<file path="src/rtl/cms_pkg.sv">
// Shared definitions for the column counter. It holds the operation code
// that the window gate hands to the bit slices, and the width rule.
package cms_pkg;

    // Operation applied to the counter on the next clock, in priority order.
    typedef enum logic [1:0] {
        OP_HOLD   = 2'd0,
        OP_COUNT  = 2'd1,
        OP_INVERT = 2'd2,
        OP_CLEAR  = 2'd3
    } cnt_op_e;

    // Counter width: the per-ramp resolution, plus room for the sample sum,
    // plus a sign bit.
    function automatic int calc_cnt_w(input int res_w, input int max_samples);
        return res_w + $clog2(max_samples) + 1;
    endfunction

endpackage

</file>
<file path="src/rtl/cms_window_gate.sv">
// Window gate: turns the sequencer strobes and the comparator bit into one
// counter operation per clock, and detects when the last window closes.
// Assumes: cmp_trip is already synchronous to clk; win_en falls for at
// least one clock between windows; last_win is steady during a window.
module cms_window_gate (
    input  logic              clk,
    input  logic              rst_n,
    input  logic              clr,
    input  logic              win_en,
    input  logic              cmp_trip,
    input  logic              inv_pulse,
    input  logic              last_win,
    output cms_pkg::cnt_op_e  op,
    output logic              close_stb
);
    import cms_pkg::*;

    logic halt_q;   // comparator has tripped in the current window
    logic win_q;    // win_en one clock ago
    logic last_q;   // the most recent window was the last one of the row

    // Sticky halt: set by the first trip inside a window, cleared when the window ends.
    always_ff @(posedge clk) begin
        if (!rst_n) begin
            halt_q <= 1'b0;
        end else if (!win_en) begin
            halt_q <= 1'b0;
        end else if (cmp_trip) begin
            halt_q <= 1'b1;
        end
    end

    // Track the window edge and remember whether the window is the final one.
    always_ff @(posedge clk) begin
        if (!rst_n) begin
            win_q  <= 1'b0;
            last_q <= 1'b0;
        end else begin
            win_q <= win_en;
            if (win_en) begin
                last_q <= last_win;
            end
        end
    end

    // The close strobe is the first clock after the final window.
    assign close_stb = win_q & ~win_en & last_q;

    // Priority decode: clear over invert over count.
    always_comb begin
        if (clr) begin
            op = OP_CLEAR;
        end else if (inv_pulse) begin
            op = OP_INVERT;
        end else if (win_en && !cmp_trip && !halt_q) begin
            op = OP_COUNT;
        end else begin
            op = OP_HOLD;
        end
    end

endmodule

</file>
<file path="src/rtl/cms_bitinv_counter.sv">
// Bit-inverting up counter: a row of identical one-bit slices. Each slice
// can toggle on a ripple carry, complement itself, clear, or hold.
// Assumes: op is stable before the clock edge; wrap is modulo 2**CNT_W.
module cms_bitinv_counter #(
    parameter int CNT_W = 16
) (
    input  logic              clk,
    input  logic              rst_n,
    input  cms_pkg::cnt_op_e  op,
    output logic [CNT_W-1:0]  cnt
);
    import cms_pkg::*;

    logic [CNT_W-1:0] carry;   // toggle enable into each slice

    for (genvar b = 0; b < CNT_W; b++) begin : g_slice
        // Carry into slice b: counting is active and all lower bits are one.
        if (b == 0) begin : g_c0
            assign carry[b] = (op == OP_COUNT);
        end else begin : g_cn
            assign carry[b] = carry[b-1] & cnt[b-1];
        end

        // Per-bit state update for the selected operation.
        always_ff @(posedge clk) begin
            if (!rst_n) begin
                cnt[b] <= 1'b0;
            end else begin
                case (op)
                    OP_CLEAR:  cnt[b] <= 1'b0;
                    OP_INVERT: cnt[b] <= ~cnt[b];
                    OP_COUNT:  cnt[b] <= cnt[b] ^ carry[b];
                    default:   cnt[b] <= cnt[b];
                endcase
            end
        end
    end

endmodule

</file>
<file path="src/rtl/cms_result_latch.sv">
// Result latch: on the close strobe, captures the counter value (plus the
// optional one's-complement correction) and pulses valid for one clock.
// Assumes: close_stb lasts one clock and cnt is the value before that edge.
module cms_result_latch #(
    parameter int   CNT_W      = 16,
    parameter logic CORRECT_EN = 1'b1
) (
    input  logic              clk,
    input  logic              rst_n,
    input  logic              close_stb,
    input  logic [CNT_W-1:0]  cnt,
    output logic              res_valid,
    output logic [CNT_W-1:0]  res_data
);
    localparam logic [CNT_W-1:0] CORR = CNT_W'(CORRECT_EN);

    // Capture the corrected difference and raise a one-clock valid.
    always_ff @(posedge clk) begin
        if (!rst_n) begin
            res_valid <= 1'b0;
            res_data  <= '0;
        end else begin
            res_valid <= close_stb;
            if (close_stb) begin
                res_data <= cnt + CORR;
            end
        end
    end

endmodule

</file>
<file path="src/rtl/cms_col_counter.sv">
// Column counter for correlated multiple sampling. It ties the window gate,
// the bit-inverting counter and the result latch together.
// Assumes: the sequencer gives clr, M reset windows, one inv_pulse, then M
// signal windows with last_win high on the final one.
module cms_col_counter #(
    parameter int   RES_W       = 12,
    parameter int   MAX_SAMPLES = 8,
    parameter logic CORRECT_EN  = 1'b1
) (
    input  logic         clk,
    input  logic         rst_n,
    input  logic         clr,
    input  logic         win_en,
    input  logic         cmp_trip,
    input  logic         inv_pulse,
    input  logic         last_win,
    output logic         res_valid,
    output logic [15:0]  res_data
);
    localparam int CNT_W = cms_pkg::calc_cnt_w(RES_W, MAX_SAMPLES);

    cms_pkg::cnt_op_e  op;
    logic              close_stb;
    logic [CNT_W-1:0]  cnt_q;
    logic [CNT_W-1:0]  res_full;

    cms_window_gate u_gate (
        .clk       (clk),
        .rst_n     (rst_n),
        .clr       (clr),
        .win_en    (win_en),
        .cmp_trip  (cmp_trip),
        .inv_pulse (inv_pulse),
        .last_win  (last_win),
        .op        (op),
        .close_stb (close_stb)
    );

    cms_bitinv_counter #(.CNT_W(CNT_W)) u_cnt (
        .clk   (clk),
        .rst_n (rst_n),
        .op    (op),
        .cnt   (cnt_q)
    );

    cms_result_latch #(.CNT_W(CNT_W), .CORRECT_EN(CORRECT_EN)) u_res (
        .clk       (clk),
        .rst_n     (rst_n),
        .close_stb (close_stb),
        .cnt       (cnt_q),
        .res_valid (res_valid),
        .res_data  (res_full)
    );

    // Port width is fixed for the default configuration; fit the result to it.
    assign res_data = 16'(res_full);

endmodule

</file>
<file path="config.mk">
export PLATFORM = sky130hd
export DESIGN_NAME = cms_col_counter
export DESIGN_NICKNAME = d
export VERILOG_FILES = /design/src/rtl/cms_pkg.sv /design/src/rtl/cms_window_gate.sv /design/src/rtl/cms_bitinv_counter.sv /design/src/rtl/cms_result_latch.sv /design/src/rtl/cms_col_counter.sv
export SDC_FILE = /design/constraint.sdc
export NUM_CORES = 1
export LEC_CHECK = 0
export BUFFER_PORTS_ARGS = -buffer_cell sky130_fd_sc_hd__buf_4
export CAP_MARGIN = 20
export CORE_ASPECT_RATIO = 1.25
export CORE_MARGIN = 1.5
export CORE_UTILIZATION = 60
export DETAILED_ROUTE_END_ITERATION = 12
export GPL_TIMING_DRIVEN = 0
export HOLD_SLACK_MARGIN = 0.12
export PLACE_DENSITY = 0.85
export SLEW_MARGIN = 20
export SYNTH_ARGS = -nofsm -noshare
export SYNTH_HDL_FRONTEND = slang
export SYNTH_HIERARCHICAL = 1
export SYNTH_SLANG_ARGS = --single-unit
export TNS_END_PERCENT = 5
</file>
<file path="constraint.sdc">
create_clock -name clk -period 8.4 [get_ports clk]
set_clock_uncertainty 0.05 [all_clocks]
set_input_delay 1.68 -clock clk [delete_from_list [all_inputs] [get_ports clk]]
set_output_delay 1.68 -clock clk [all_outputs]
set_load 0.1 [all_outputs]
</file>
; ---- Word-level counts from Yosys, hierarchy flattened
; Index checks and enable logic that the tools add are counted.
[totals]
reg_bits = 36
out_inout_bits = 17
elab_cells = 100
[op_classes]
n_mux = 19
eq_ne = 3
reduce_logical = 6
bitwise_logic = 50
addsub = 1
[op_table]
columns = op, count
row1 = one-hot mux 1 bit (3 select lines), 16
row2 = bitwise AND 1 bit, 17
row3 = NOT 1 bit, 17
row4 = "adder 16 x 1 -> 16 bit, second input constant", 1
row5 = bitwise XOR 1 bit, 16
row6 = "equality test 2 bit, second input constant", 2
row7 = 2-to-1 mux 2 bit, 2
row8 = nonzero test 3 bit, 1
row9 = "equality test 2 x 1 -> 1 bit, second input constant", 1
row10 = logical AND 1 bit, 2
row11 = zero test 1 bit, 2
row12 = AND reduction 2 bit, 1
row13 = 2-to-1 mux 1 bit, 1

; ---- Depth between registers and ports, before layout
; Gate-level depths: netlist of the first run.
[depth]
word_depth = 24
depth_mapped = 22
mapped_depth_nobuf = 21

; ---- By module
; Netlist of the first run, hierarchy kept.
[modules_own_cells]
columns = mod, area_per_inst_um2, n_inst, cells_per_inst, seq_area_each_um2
row1 = cms_bitinv_counter, 1012.2, 1, 123, 320.3
row2 = cms_result_latch, 920.9, 1, 109, 340.3
row3 = cms_window_gate, 133.9, 1, 12, 60.1

; ---- Least setup slack after synthesis of the first run
; Ideal clock, no wire load.
[synth_timing]
path_kind = input -> register
from = input cmp_trip
to = register u_cnt.cnt[14]
cell_stages = 22
arrival_ps = 5331
t_required_ps = 8229
n_path_buf = 1
path_slack_ps = 2898
cell_sequence = nor2_2 -> a31o_1 -> ha_1 -> clkbuf_1 -> and2_1 -> ha_1 -> ha_1 -> ha_1 -> ha_1 -> ha_1 -> ha_1 -> ha_1 -> ha_1 -> ha_1 -> ha_1 -> ha_1 -> ha_1 -> ha_1 -> ha_1 -> and2_0 -> o21ai_0 -> a21oi_1
[synth_via]
elab_chain_cells = 23
[synth_lines]
columns = item, line_no
row1 = start: declaration, cms_col_counter.sv:14  ; input logic cmp_trip,
row2 = zero test 1 bit *, cms_window_gate.sv:55  ; end else if (win_en && !cmp_trip && !halt_q) begin
row3 = logical AND 1 bit * (2 in series), cms_window_gate.sv:55
row4 = 2-to-1 mux 1 bit *, cms_window_gate.sv:55
row5 = 2-to-1 mux 2 bit *, cms_window_gate.sv:53  ; end else if (inv_pulse) begin
row6 = 2-to-1 mux 2 bit *, cms_window_gate.sv:51  ; if (clr) begin
row7 = net op[0], cms_col_counter.sv:22  ; cms_pkg::cnt_op_e op;
row8 = equality test 2 x 1 -> 1 bit, "cms_bitinv_counter.sv:19, cms_bitinv_counter.sv:29"
row9 = bitwise AND 1 bit (14 in series), cms_bitinv_counter.sv:21  ; assign carry[b] = carry[b-1] & cnt[b-1];
row10 = bitwise XOR 1 bit, cms_bitinv_counter.sv:32  ; OP_COUNT: cnt[b] <= cnt[b] ^ carry[b];
row11 = one-hot mux 1 bit (3 select lines), cms_bitinv_counter.sv:29  ; case (op)
row12 = end signal: indexed assignment, cms_bitinv_counter.sv:31  ; OP_INVERT: cnt[b] <= ~cnt[b];
row13 = end signal: indexed assignment, cms_bitinv_counter.sv:32
row14 = end signal: indexed assignment, cms_bitinv_counter.sv:33  ; default: cnt[b] <= cnt[b];
row15 = end: declaration, cms_bitinv_counter.sv:10  ; output logic [CNT_W-1:0] cnt
; The timed path passes the listed nets; every way through them passes the cells marked *.
; A chain may end at the register's enable or synchronous reset.

; ---- Final worst setup path of the first run
; Same ends and word-level chain as after synthesis.

==> summary.md, run 1 <==
| Metric | Value |
|---|---|
| Top cells by area, synth | dfxtp_1 35%, ha_1 11%, o21ai_0 5.8% |
| Dpl ws | 2406 ps |
| Final wirelength | 4785 µm |
| Final Max Slew Viols | 0 |
| Core Area | 3252 µm² |
| Gr busiest metal | met2 |
| Die Ht | 68.62 µm |
| Post-route ant nets | 0 |
| Synth cell count leaders | 36 x dfxtp_1, 24 x o21ai_0, 22 x nand2_1, 19 x nor2b_1, 18 x ha_1 |
| Clk root buf | clkbuf_8 |
| Met1 Use GR | 31.57% |
| Placed cell area | 2286 µm² |
| Endpoints failing setup | 0 |
| Most common cell in the synthesized netlist | dfxtp_1 |
| I/O pins | 24 |
| Nets@finish | 299 |
| RSZ-0062 raised after global routing | no |
| CP Class | input pin to flop |
| Async S/R FF share, synth | 0% |
| Synthesized net count | 269 |
| Worst-margin pin slew | 476.0 ps |
| Final Cell Area | 2412 µm² |
| R2r endpoint | u_cnt/cnt[14]$_SDFFE_PN0P_ |
| Startpoint class of the critical path | input pin |
| Post-Synth Simple-Gate Area | 28.45% |
| DR vias | 1863 |
| Hold Slack | 435.6 ps |
| Area share of the leading cell type in the synthesized netlist | 34.87% |
| Worst path max stage delay | 300 ps |
| Maximum vdd drop | 0.1916 mV |
| DP Cell Count | 304 |
| Met2 Use GR | 47.17% |
| Setup Total Neg Slack | 0 ps |
| TritonCTS clock tree | built |
| First-pass GRT wire length | 7790 µm |
| R2r startpoint | u_gate/halt_q$_SDFFE_PN0P_ |
| Total CTS buffers | 5 |
| XOR/XNOR Fraction of Synth Area | 1.271% |
| Initial antenna violation count | 0 |
| Met3 track demand over resource | 5.037% |
| Slowest CP cell | ha_1 |
| HPWL Detailed | 3221 µm |
| Max-slew headroom | 68.27% |
| Period utilization | 68.28% |
| Layout filler cell count | 241 |
| PnR Total Power | 0.3976 mW |
| Clk buf depth | 2 |
| Total grt overflow | 0 |
| Routability cong. | 0.7767 |
| Yosys warns | 6 |
| Power Dens Cells | 164.8 nW/µm² |
| Layout area overhead | 16.71% |
| Ys flop type | dfxtp_1 |
| Hold Crit Start | u_res/res_data[4]$_SDFFE_PN0P_ |
| Die X | 55.50 µm |
| Drt first pass iters | 4 |
| CP max FO | 10 |
| R2r worst-path depth | 22 |
| Max-cap violations | 0 |
| Post_cts resized | 0 |
| Largest family of logic cells by synthesized area | simple AND/OR/NAND/NOR gates |
| Number of synthesized flops with an enable pin | 0 |
| WHS Path Cells | 2 |
| Critical path arrival | 5860 ps |
| Worst-path clk slew | 70 ps |
| Status | finished clean |
| Final worst slack | 2664 ps |
| H-tree depth | 2 |
| HP Class | flop to flop |
| Max Freq | 174.3 MHz |
| Total track usage | 26.56% |
| CP endpoint kind | flop |
| Post-Syn Area per Cell | 8.471 µm² |
| Post-synthesis compound-gate area fraction | 19.43% |
| Hold Buf Count CTS | 0 |
| CP required | 8520 ps |
| Vias in the first global route | 1685 |
| Multiplexer area fraction after synthesis | 0.9685% |
| Number of I/O port buffers | 23 |
| # rows | 23 |
| Avg WL per Cell | 15.34 µm |
| Register-to-Register Setup Slack | 3800 ps |
| Die area | 3808 µm² |
| Vias/cell | 5.971 |
| Register area share after synthesis | 34.87% |
| Synth cell types | 43 |
| Setup Fix Bufs, Post-CTS | 0 |
| Leakage | 1.008 nW |
| Share of cells above drive strength 1 | 17.82% |
| Yosys top cell by area | dfxtp_1 |
| Worst skew pair latency | 290 ps |
| Final Hold Viols | 0 |
| Most frequent CP cell | ha_1 |
| Worst Hold Path EP | u_res/res_data[4]$_SDFFE_PN0P_ |
| Adder-Cell Fraction of Synth Area | 10.90% |
| Largest net degree at the start of global routing | 13 |
| 1st-iter DRT viols | 64 |
| Residual DRC count | 0 |
| FF+latch count, synth | 36 |
| Starting Density | 63.56% |
| Period minus WS final | 5736 ps |
| Finished Layout Cells | 312 |
| Finished Core Util | 74.18% |
| Mapped cell area | 2067 µm² |
| Gate count of the mapped netlist | 244 |
| Num Clock Sinks | 36 |
| CP cell instances | buf_4, nor2_2, a31o_1, ha_1, clkbuf_1, and2_1, ha_1, ha_1, ha_1, ha_1, ha_1, ha_1, ha_1, ha_1, ha_1, ha_1, ha_1, ha_1, ha_1, ha_1, and2_0, o21ai_0, a21oi_1 |
| N_diodes | 0 |
[layout make-up]
class	instances	area, µm²	area share, %
inverters	8	30.03	1.245
plain buffers	12	55.05	2.282
well taps	37	46.29	1.919
multi-input cells	188	1261	52.28
clock buffers	7	96.34	3.994
flip-flops and latches	36	720.7	29.88
repair buffers	23	172.7	7.158
clock inverters	1	30.03	1.245
[report_power, final]
group          internal [mW]  switching [mW]  total, mW
Sequential             0.177         0.00940      0.186
Combinational         0.0164          0.0284     0.0448
Clock                  0.105          0.0620      0.167
[sequential cells by signal (all words and copies together) (netlist names)]
name,flops
u_res/res_valid,1
u_gate/win_q,1
u_cnt/cnt,16
u_gate/last_q,1
u_gate/halt_q,1
u_res/res_data,16
[metal layers]
metal / up-vias / part of all wire, %
met4: 0 / 2.5
met3: 10 / 4.7
met1: 866 / 44
met2: 58 / 49
li1: 929 / -
met5: - / 0
[worst max-delay path by stage]
stage,cells after the start,end,from
after floorplan,22,u_cnt/cnt[14]$_SDFFE_PN0P_,cmp_trip
after detailed placement,23,u_cnt/cnt[14]$_SDFFE_PN0P_,cmp_trip
final,23,u_cnt/cnt[14]$_SDFFE_PN0P_,cmp_trip
after global routing,23,u_cnt/cnt[15]$_SDFFE_PN0P_,inv_pulse
after global placement,23,u_cnt/cnt[14]$_SDFFE_PN0P_,cmp_trip
after CTS,23,u_cnt/cnt[14]$_SDFFE_PN0P_,cmp_trip
[worst max-delay path: cells and delay by family]
kind,cells,cell delay [ps]
buf+inv,2,320
compound gates,3,500
fa+ha+maj,15,2950
simple gates,3,400
[kinds of logic (layout without fill, tap and decap cells)]
kind of cell / after synthesis / in the layout
AO/OA/AOI/OAI: 66 / 66
XOR/XNOR: 3 / 3
adder cells (fa/ha/maj): 18 / 18
buffers and inverters: 20 / 51
flip-flops: 36 / 36
multiplexers: 2 / 2
AND/OR/NAND/NOR: 99 / 99
[placed cells by master (no fill, tap or decap), types with 9 or more instances in the layout]
cell	instances
a21oi_1	16
buf_4	23
clkbuf_1	9
dfxtp_1	36
ha_1	18
nand2_1	22
nor2_1	12
nor2b_1	19
o21ai_0	24
(Power assumes the default switching activity.)
==> run 2, diff against run 1 <==
CORE_UTILIZATION = 52   (was 60)
PLACE_DENSITY = 0.78   (was 0.85)
clock period = 4.9 ns   (was 8.4 ns; I/O delays follow)
==> summary.md, run 2 (synthesized netlist as in run 1, its figures left out) <==
| Metric | Value |
|---|---|
| Layout area overhead | 17.80% |
| Seq. cell area | 720.7 µm² (unchanged) |
| HPWL Detailed | 3061 µm (-5.0%) |
| R2r startpoint | u_gate/halt_q$_SDFFE_PN0P_ |
| Die Ht | 73.49 µm (+7.1%) |
| CP endpoint kind | flop |
| Most frequent cells in the layout | 36 x dfxtp_1, 25 x buf_4, 23 x o21ai_0, 22 x nand2_1, 19 x nor2b_1 |
| Register-to-Register Setup Slack | 660 ps (-3140 ps) |
| H-tree depth | 2 (unchanged) |
| Layout filler cell count | 352 (+46%) |
| I/O pins | 24 (unchanged) |
| Core Area | 3785 µm² (+16%) |
| TritonCTS clock tree | built |
| Worst Hold Path EP | u_res/res_data[0]$_SDFFE_PN0P_ |
| CP required | 5020 ps (-3500 ps) |
| Starting Density | 54.61% (-9.0 points) |
| Most frequent CP cell | ha_1 |
| Avg WL per Cell | 13.60 µm (-11%) |
| Worst Path Buf+Inv | 2 (unchanged) |
| N_diodes | 0 (unchanged) |
| Status | finished clean |
| Routability cong. | 0.7904 (+1.8%) |
| Met3 Routed Length | 142 µm (-37%) |
| Initial antenna violation count | 0 (unchanged) |
| Hold Crit Start | u_res/res_data[0]$_SDFFE_PN0P_ |
| Worst-path clk slew | 70 ps (about the same) |
| Total CTS buffers | 5 (unchanged) |
| Startpoint class of the critical path | input pin |
| Die X | 59.39 µm (+7.0%) |
| Crit path launch | cmp_trip |
| Worst path max stage delay | 260 ps (-40 ps) |
| Worst-margin pin slew | 498.9 ps (+22.88 ps) |
| Placed cell area | 2307 µm² (+0.93%) |
| Clk buf depth | 2 (unchanged) |
| Leakage | 0.9916 nW (-1.6%) |
| Die area | 4365 µm² (+15%) |
| Drt first pass iters | 4 (unchanged) |
| Final Max Slew Viols | 0 (unchanged) |
| DRT met1 WL | 2020 µm (-3.5%) |
| Met2 wire length | 2208 µm (-5.7%) |
| Vias/cell | 5.596 (-6.3%) |
| R2r worst-path depth | 22 (unchanged) |
| CP max FO | 10 (unchanged) |
| Final wirelength | 4476 µm (-6.5%) |
| Post-route ant nets | 0 (unchanged) |
| Max Freq | 213.4 MHz |
| 1st-iter DRT viols | 70 (+9.4%) |
| Residual DRC count | 0 (unchanged) |
| CP cell instances | buf_4, nor2_2, a31o_1, ha_4, buf_4, and2_1, ha_2, ha_1, ha_1, ha_1, ha_1, ha_2, ha_2, ha_1, ha_1, ha_1, ha_1, ha_1, ha_1, ha_1, and2_0, o21ai_1, a21oi_1 |
| WHS Path Cells | 2 (unchanged) |
| Area of the multi-input gates | 1281 µm² (+1.6%) |
| Slowest CP cell | a31o_1 |
| # rows | 25 (+8.7%) |
| Setup Total Neg Slack | 0 ps (unchanged) |
| Worst skew pair latency | 290 ps (about the same) |
| Top flop regs | u_cnt/cnt x16, u_res/res_data x16 |
| CP Class | input pin to flop |
| Num Clock Sinks | 36 (unchanged) |
| Final Cell Area | 2435 µm² (+0.93%) |
| Endpoints failing setup | 0 (unchanged) |
| Total track usage | 22.15% (-4.4 points) |
| Final Hold Viols | 0 (unchanged) |
| Hold Slack | 437.0 ps (+1.447 ps) |
| Maximum vdd drop | 0.1666 mV (-13%) |
| Period minus WS final | 4687 ps |
| Number of I/O port buffers | 23 (unchanged) |
| HP Class | flop to flop |
| Nets@finish | 300 (+0.33%) |
| DR top layer | met4 |
| Commonest non-fill, non-tap cell in the layout | dfxtp_1 |
| Vias in the first global route | 1566 (-7.1%) |
| Power Dens Cells | 256.4 nW/µm² (+56%) |
| Max-slew headroom | 66.74% (-1.5 points) |
| Max-cap violations | 0 (unchanged) |
| Largest net degree at the start of global routing | 13 (unchanged) |
| DR vias | 1841 (-1.2%) |
| CP delay by family, top | adder cells |
| Share of cells above drive strength 1 | 20.00% (+2.2 points) |
| First-pass GRT wire length | 7265 µm (-6.7%) |
| Period utilization | 95.65% |
| Total grt overflow | 0 (unchanged) |
| R2r endpoint | u_cnt/cnt[14]$_SDFFE_PN0P_ |
| Critical path arrival | 4810 ps (-1050 ps) |
| Clk root buf | clkbuf_8 |
==> run 2: cell count changes in the layout (fill, tap and decap cells not counted), sizes merged <==
cell | previous run | this run
bufinv | 1 | 0
buf | 26 | 28
clkbuf | 16 | 15
==> run 2: power by group <==
group          internal, mW  switching [mW]
sequential            0.303          0.0153
clock                 0.125           0.102
combinational        0.0293          0.0494
==> run 2: stage by stage <==
stage / worst slack, ps / util, % / std cells / power [mW]
after floorplan: 98.20 / - / 244 / 0.3774
after global placement: -323.0 / 60.96 / 321 / 0.3985
after detailed placement: -348.2 / 60.96 / 321 / 0.4006
after global routing: -11.41 / 64.33 / 329 / 0.6529
after CTS: 16.82 / 63.60 / 328 / 0.6307
final: 212.9 / 64.33 / 329 / 0.6242
==> run 2: final cells by class <==
class                   count  area share, %
repair buffers             24          7.400
multi-input cells         188          52.62
flip-flops and latches     36          29.60
well taps                  54          2.775
plain buffers              12          2.415
clock buffers               7          3.957
inverters                   8          1.233
==> run 2: worst max-delay path by stage <==
stage / endpoint / slack (ps) / cells after the start
final: u_cnt/cnt[14]$_SDFFE_PN0P_ / 210 / 23
after detailed placement: u_cnt/cnt[14]$_SDFFE_PN0P_ / -350 / 23
after global routing: u_cnt/cnt[15]$_SDFFE_PN0P_ / -10 / 23
after global placement: u_cnt/cnt[14]$_SDFFE_PN0P_ / -320 / 23
after CTS: u_cnt/cnt[14]$_SDFFE_PN0P_ / 20 / 23
after floorplan: u_cnt/cnt[14]$_SDFFE_PN0P_ / 100 / 22
==> run 2: repair_timing <==
item / in CTS / in global routing
endpoints found under the setup margin: 2 / 2
pin swaps: 0 / 3
gates resized for setup: 2 / 9
cloned: 0 / 0
hold buffers: 0 / 0
hold endpoints to repair: 0 / 0
buffers inserted: 0 / 1
==> run 2: worst register-to-register path, stage by stage, from the launching register on <==
cell and delay, ps:
dfxtp_1 320, nor2_2 50, a31o_1 260, ha_4 180
buf_4 150, and2_1 170, ha_2 180, ha_1 180
ha_1 190, ha_1 180, ha_1 190, ha_2 180
ha_2 170, ha_1 170, ha_1 180, ha_1 180
ha_1 180, ha_1 180, ha_1 180, ha_1 260
and2_0 150, o21ai_1 120, a21oi_1 70
==> run 2: routing by layer <==
metal / global-route usage [%] / vias to the layer above
met5: 0 / -
met4: 10.86 / 0
met3: 4.930 / 9
met2: 36.02 / 28
met1: 27.14 / 870
li1: - / 934
==> run 3, diff against run 2 <==
clock period = 3.97 ns   (was 4.9 ns; I/O delays follow)
==> summary.md, run 3 (synthesized netlist as in run 1, its figures left out) <==
| Metric | Value |
|---|---|
| Status | finished clean |
| Startpoint class of the critical path | input pin |
| Die Ht | 73.49 µm (unchanged) |
| Routability cong. | 0.7425 (-6.1%) |
| H-tree depth | 2 (unchanged) |
| Critical path arrival | 4080 ps (-730 ps) |
| Maximum vdd drop | 0.2172 mV (+30%) |
| Total CTS buffers | 5 (unchanged) |
| # rows | 25 (unchanged) |
| Share of cells above drive strength 1 | 25.63% (+5.6 points) |
| Most frequent cells in the layout | 36 x dfxtp_1, 25 x buf_4, 23 x o21ai_0, 22 x nand2_1, 19 x nor2b_1 |
| R2r worst-path depth | 21 (-4.5%) |
| Finished Layout Cells | 331 (+0.61%) |
| Register-to-Register Setup Slack | 280 ps (-380 ps) |
| R2r startpoint | u_gate/halt_q$_SDFFE_PN0P_ |
| Final Hold Viols | 0 (unchanged) |
| Period utilization | 98.56% |
| Commonest non-fill, non-tap cell in the layout | dfxtp_1 |
| Total grt overflow | 0 (unchanged) |
| Die area | 4365 µm² (unchanged) |
| Core Area | 3785 µm² (unchanged) |
| Period minus WS final | 3913 ps |
| Placed cell area | 2517 µm² (+9.1%) |
| CP endpoint kind | flop |
| Starting Density | 54.61% (unchanged) |
| Leakage | 0.9736 nW (-1.8%) |
| Largest net degree at the start of global routing | 13 (unchanged) |
| Layout filler cell count | 313 (-11%) |
| Max Freq | 255.6 MHz |
| HPWL Detailed | 3275 µm (+7.0%) |
| Nets@finish | 301 (+0.33%) |
| Num Clock Sinks | 36 (unchanged) |
| Die X | 59.39 µm (unchanged) |
| Hold Slack | 434.2 ps (-2.798 ps) |
| TritonCTS clock tree | built |
| Max-slew headroom | 67.42% (+0.67 points) |
| Post-route ant nets | 0 (unchanged) |
| Vias in the first global route | 1679 (+7.2%) |
| Avg WL per Cell | 14.47 µm (+6.3%) |
| WHS Path Cells | 2 (unchanged) |
| Worst skew pair latency | 290 ps (about the same) |
| Worst-margin pin slew | 488.8 ps (-10.09 ps) |
| 1st-iter DRT viols | 97 (+39%) |
| Vias/cell | 5.583 (-0.23%) |
| Top flop regs | u_cnt/cnt x16, u_res/res_data x16 |
| Total track usage | 24.19% (+2.0 points) |
| PnR Total Power | 0.7693 mW (+23%) |
| Area of the multi-input gates | 1478 µm² (+15%) |
| Seq. cell area | 720.7 µm² (unchanged) |
| Final Max Slew Viols | 0 (unchanged) |
| Residual DRC count | 0 (unchanged) |
| Finished Core Util | 69.72% (+5.4 points) |
| I/O pins | 24 (unchanged) |
| Initial antenna violation count | 0 (unchanged) |
| Hold Buf Count CTS | 0 (unchanged) |
| Max-cap violations | 0 (unchanged) |
| CP max FO | 6 (-4) |
| Clk root buf | clkbuf_8 |
| HP Class | flop to flop |
| N_diodes | 0 (unchanged) |
| DR vias | 1848 (+0.38%) |
| Hold Crit Start | u_res/res_data[3]$_SDFFE_PN0P_ |
| Worst-path clk slew | 70 ps (about the same) |
| Number of I/O port buffers | 23 (unchanged) |
| Drt first pass iters | 4 (unchanged) |
| Final wirelength | 4789 µm (+7.0%) |
| Power Dens Cells | 291.5 nW/µm² (+14%) |
| Layout area overhead | 27.66% |
| CP required | 4140 ps (-880 ps) |
| Endpoints failing setup | 0 (unchanged) |
| Worst Hold Path EP | u_res/res_data[3]$_SDFFE_PN0P_ |
| Final Cell Area | 2639 µm² (+8.4%) |
| DP Cell Count | 321 (unchanged) |
| First-pass GRT wire length | 8073 µm (+11%) |
| Clk buf depth | 2 (unchanged) |
| CP Class | input pin to flop |
| R2r endpoint | u_cnt/cnt[14]$_SDFFE_PN0P_ |
[run 3: cell count changes in the layout (fill, tap and decap cells not counted), moves of 2 or more]
cell,delta
ha_4,+14
ha_1,-11
ha_2,-3
and2_4,+2
clkbuf_1,+2
[run 3: stage by stage]
step / setup TNS (ps) / setup slack [ps]
2_1_floorplan: -311.5 / -164.3
3_3_place_gp: -1312 / -424.2
3_5_place_dp: -1451 / -450.3
4_1_cts: 0 / 25.87
5_1_grt: -15.64 / -15.64
6_report: 0 / 57.20
[run 3: how the worst max path moves through the flow]
stage / start / end / slack, ps / depth (start not counted)
after floorplan: inv_pulse / u_cnt/cnt[14]$_SDFFE_PN0P_ / -160 / 22
after global placement: win_en / u_cnt/cnt[14]$_SDFFE_PN0P_ / -420 / 22
after detailed placement: win_en / u_cnt/cnt[14]$_SDFFE_PN0P_ / -450 / 22
after CTS: inv_pulse / u_cnt/cnt[14]$_SDFFE_PN0P_ / 30 / 22
after global routing: inv_pulse / u_cnt/cnt[14]$_SDFFE_PN0P_ / -20 / 22
final: cmp_trip / u_cnt/cnt[14]$_SDFFE_PN0P_ / 60 / 22
[run 3: timing repair]
item,CTS,global route
resized for setup,1,4
setup buffers,1,2
pin swaps,2,4
setup endpoints to repair,3,2
[run 3: cell type report]
class                   instances  share of cell area, %
multi-input cells             188                  56.00
flip-flops and latches         36                  27.31
repair buffers                 26                  7.539
clock buffers                   8                  3.414
well taps                      54                  2.560
plain buffers                  11                  1.944
inverters                       8                  1.233
[run 3: layer usage]
metal,GRT usage (%),up-vias,part of all wire [%]
li1,-,934,-
met1,31.26,865,45
met2,39.44,41,49
met3,4.401,8,3.8
met4,9.343,0,2.1
met5,0,-,0
[run 3: where the power goes]
part           switching (mW)  internal [mW]
logic                  0.0632         0.0408
registers              0.0237          0.374
clock network           0.126          0.142
total                   0.213          0.556
[run 3: critical path, stage by stage]
cell     delay (ps)
buf_4            90
nor2_4           40
a31o_4          220
ha_4            180
and2_4          170
ha_4            150
ha_4            170
ha_4            160
ha_4            150
ha_4            150
ha_4            150
ha_4            150
ha_4            150
ha_4            160
ha_4            160
ha_4            160
ha_4            150
ha_4            150
ha_4            250
and2_4          130
o21ai_2          40
a21oi_1         130
